## config.mk

```make
export PLATFORM = sky130hd
export DESIGN_NAME = sgiTargetDecoder
export DESIGN_NICKNAME = d
export VERILOG_FILES = /design/src/rtl/sgiPkg.sv /design/src/rtl/sgiDecodeCtrl.sv /design/src/rtl/sgiTargetMatch.sv /design/src/rtl/sgiTargetDecoder.sv
export SDC_FILE = /design/constraint.sdc
export NUM_CORES = 1
export LEC_CHECK = 0
export ABC_AREA = 1
export CORE_UTILIZATION = 33
export DETAILED_ROUTE_END_ITERATION = 7
export PLACE_DENSITY = 0.9
export SLEW_MARGIN = 20
export SYNTH_ARGS = -nofsm -noshare
export SYNTH_HDL_FRONTEND = slang
export SYNTH_HIERARCHICAL = 1
export SYNTH_SLANG_ARGS = --single-unit
```

## constraint.sdc

```tcl
create_clock -name vclk -period 2
set_input_delay 0.2 -clock vclk [all_inputs]
set_output_delay 0.2 -clock vclk [all_outputs]
set_load 0.05 [all_outputs]
```

## src/rtl/sgiPkg.sv

```systemverilog
package sgiPkg;
  // Decoded command from control to the per-target match datapath.
  typedef struct packed {
    logic        fire;        // request present
    logic        toAll;       // broadcast except requester
    logic [3:0]  rangeSel;    // selects 16-wide window of lowest level
    logic [23:0] upperAff;    // {level3, level2, level1}
    logic [15:0] targetList;  // per-offset select bits
  } sgiCmd_t;
endpackage

```

## src/rtl/sgiDecodeCtrl.sv

```systemverilog
module sgiDecodeCtrl
  import sgiPkg::*;
(
  input  logic        reqValid,
  input  logic [63:0] reqWord,
  output sgiCmd_t     cmd,
  output logic [3:0]  intId
);
  // Fields of the word that carry no meaning for routing.
  logic unusedBits;
  assign unusedBits = ^{reqWord[63:56], reqWord[43:41], reqWord[31:28]};

  always_comb begin
    cmd.fire       = reqValid;
    cmd.toAll      = reqWord[40];
    cmd.rangeSel   = reqWord[47:44];
    cmd.upperAff   = {reqWord[55:48], reqWord[39:32], reqWord[23:16]};
    cmd.targetList = reqWord[15:0];
    intId          = reqWord[27:24];
  end
endmodule

```

## src/rtl/sgiTargetMatch.sv

```systemverilog
module sgiTargetMatch
  import sgiPkg::*;
#(
  parameter int NUM_TARGETS = 8,
  parameter logic [31:0] TARGET_AFF [NUM_TARGETS] = '{default: 32'h0},
  parameter int IDX_W = $clog2(NUM_TARGETS + 1)
) (
  input  sgiCmd_t                 cmd,
  input  logic [IDX_W-1:0]        requesterIdx,
  output logic [NUM_TARGETS-1:0]  strobe
);
  for (genvar g = 0; g < NUM_TARGETS; g++) begin : genTarget
    localparam logic [31:0] AFF = TARGET_AFF[g];
    localparam logic [IDX_W-1:0] MY_IDX = IDX_W'(g);
    logic upperHit, windowHit, listHit, isSelf;
    always_comb begin
      upperHit  = (AFF[31:8] == cmd.upperAff);
      windowHit = (AFF[7:4] == cmd.rangeSel);
      listHit   = cmd.targetList[AFF[3:0]];
      isSelf    = (requesterIdx == MY_IDX);
      strobe[g] = cmd.fire & (cmd.toAll ? !isSelf
                                        : (upperHit & windowHit & listHit));
    end
  end
endmodule

```

## src/rtl/sgiTargetDecoder.sv

```systemverilog
module sgiTargetDecoder
  import sgiPkg::*;
#(
  parameter int NUM_TARGETS = 8,
  parameter logic [31:0] TARGET_AFF [NUM_TARGETS] = '{
    32'h0000_0000, 32'h0000_0001, 32'h0000_0011, 32'h0000_0102,
    32'h0001_0003, 32'h0100_0005, 32'h0000_000F, 32'h0000_0020},
  localparam int IDX_W = $clog2(NUM_TARGETS + 1)
) (
  input  logic                    reqValid,
  input  logic [63:0]             reqWord,
  input  logic [1:0]              reqGroup,
  input  logic                    reqNonSecure,
  input  logic [IDX_W-1:0]        requesterIdx,
  output logic [NUM_TARGETS-1:0]  sendStrobe,
  output logic [3:0]              sendIntId,
  output logic [1:0]              sendGroup,
  output logic                    sendNonSecure
);
  sgiCmd_t cmd;

  sgiDecodeCtrl uCtrl (
    .reqValid (reqValid),
    .reqWord  (reqWord),
    .cmd      (cmd),
    .intId    (sendIntId)
  );

  sgiTargetMatch #(
    .NUM_TARGETS (NUM_TARGETS),
    .TARGET_AFF  (TARGET_AFF),
    .IDX_W       (IDX_W)
  ) uMatch (
    .cmd          (cmd),
    .requesterIdx (requesterIdx),
    .strobe       (sendStrobe)
  );

  assign sendGroup     = reqGroup;
  assign sendNonSecure = reqNonSecure;
endmodule

```

==> impl_metrics.env <==
export IMPL_io_pins=87
export IMPL_synthCells=149
export IMPL_final_hold_violation_count=0
export IMPL_endpoint_kind="output port"
export IMPL_p_sw_mw=0.0850
export IMPL_fmax_ghz=0.553
export IMPL_slew_violations=0
export IMPL_num_nets_final=228
export IMPL_grt_pass1_wl_um=2390
export IMPL_synthToLayoutAreaGrowth_pct=34.6
export IMPL_rsz0062_at_grt="false"
export IMPL_p_per_area_nw_per_um2=190
export IMPL_drt_pass1_iter_count=4
export IMPL_cts_repair_resized=0
export IMPL_intPower_mw=0.116
export IMPL_io_buffers=48
export IMPL_power_frac_clock=0
export IMPL_vias_per_cell=3.97
export IMPL_path_class="input pin to output port"
export IMPL_slew_headroom=0.824
export IMPL_setup_slack_ns=0.190
export IMPL_seq_power_share=0
export IMPL_hold_depth=0
export IMPL_post_cts_buffers=0
export IMPL_routedWlPerCell_um=7.69
export IMPL_min_path_type="input pin to output port"
export IMPL_regArea_um2=0
export IMPL_p_leak_nw=0.504
export IMPL_syn_area_per_cell_um2=5.29
export IMPL_cp_start_kind="input pin"
export IMPL_die_x_um=50.9
export IMPL_die_area_um2=2590
export IMPL_period_minus_slack_ns=1.81
export IMPL_die_y_um=50.9
export IMPL_grt_pass1_vias=654
export IMPL_status="complete, no violations"
export IMPL_post_route_period_util=0.905
export IMPL_drt_iter0_drc=9
export IMPL_hold_slack_ns=0.400
export IMPL_cap_viol_max_count=0
export IMPL_grt_overflow_total=0
export IMPL_postRouteWirelength_um=1400
export IMPL_drc=0
export IMPL_drive_gt1_frac=0.136
export IMPL_gp_congestion=0.722
export IMPL_setup_viol=0
export IMPL_dr_total_vias=722
export IMPL_grt_max_degree=11
export IMPL_antenna_found_initial=0
export IMPL_final_antenna_net_count=0
export IMPL_clock_buffers=0
export IMPL_antenna_cells=0
export IMPL_fin_total_pwr_mw=0.202
export IMPL_seq_cell_count=0
export IMPL_finalCoreUtilization=0.475
export IMPL_ys_warn_count=6
export IMPL_finalSetupTns_ns=0
export IMPL_syn_nets=221
export IMPL_syn_area_um2=788
export IMPL_core_area_um2=2230
export IMPL_p_sw_frac=0.422
export IMPL_dp_hpwl_um=1280
export IMPL_start_util=0.353
export IMPL_ir_worst_vdd_mv=0.0889
export IMPL_crit_arrival_ns=1.61
export IMPL_cp_required_ns=1.80
export IMPL_rows=17
export IMPL_worstHoldStart="reqGroup[0]"
export IMPL_ctsHoldBuffers=0
export IMPL_preCtsSetupSlack_ns=0.190
export IMPL_worst_pin_slew_ns=0.263
export IMPL_crit_fanout=5
export IMPL_grt_usage=0.111
export IMPL_hold_end="sendGroup[0]"
export IMPL_power_frac_comb=1.000
## cell type report
class,instances,area (µm²)
repair buffers,48,561
well taps,28,35.0
fillers,227,1170
inverters,30,113
multi-input cells,76,353
## worst max-delay path, stage by stage
cell and delay [ns]:
clkdlybuf4s50_1 0.41, inv_2 0.05, nand2_1 0.06, nor2_1 0.11
nand2_1 0.12, nor2_4 0.15, nand3_1 0.09, a21oi_1 0.24
buf_12 0.18
## power by group through the flow
| stage | registers (mW) | clock network, mW | logic (mW) |
|---|---|---|---|
| 6_report | 0 | 0 | 0.202 |
| 5_1_grt | 0 | 0 | 0.217 |
| 4_1_cts | 0 | 0 | 0.203 |
| 3_5_place_dp | 0 | 0 | 0.203 |
| 3_3_place_gp | 0 | 0 | 0.201 |
| 2_1_floorplan | 0 | 0 | 0.164 |
## worst max path at each step
stage / end / startpoint / cells past startpoint / slack (ns)
final: sendStrobe[3] / reqWord[34] / 9 / 0.19
after global placement: sendStrobe[7] / reqWord[50] / 9 / 0.20
after floorplan: sendStrobe[0] / reqWord[52] / 8 / 0.21
after CTS: sendStrobe[3] / reqWord[35] / 9 / 0.17
after global routing: sendStrobe[6] / reqWord[52] / 9 / 0.06
after detailed placement: sendStrobe[3] / reqWord[35] / 9 / 0.19
## routing by layer
| metal | share of wire | up-vias | routed length, µm | GRT usage |
|---|---|---|---|---|
| met1 | 0.46 | 288 | 637 | 0.133 |
| met4 | 0 | 0 | 0 | 0.00926 |
| li1 | - | 413 | - | - |
| met5 | 0 | - | 0 | 0 |
| met3 | 0.046 | 0 | 65 | 0.00595 |
| met2 | 0.50 | 21 | 698 | 0.222 |
## cell usage in the layout, fill, tap and decap left out
cell type / instances
clkdlybuf4s50_1: 40
nor3_2: 1
nand4_1: 1
inv_1: 25
nand2_2: 2
nand2_1: 30
nor2_1: 12
nor2_2: 3
buf_12: 8
nor2_4: 2
nor3_1: 2
o21ai_0: 2
nand3_1: 13
inv_2: 5
a21oi_1: 8
## per-stage QoR
| step | area [µm²] | std cells |
|---|---|---|
| floorplan | 788 | 149 |
| global placement | 1060 | 182 |
| detailed placement | 1060 | 182 |
| CTS | 1060 | 182 |
| global route | 1060 | 182 |
| finish | 1060 | 182 |
(Power assumes the default switching activity.)
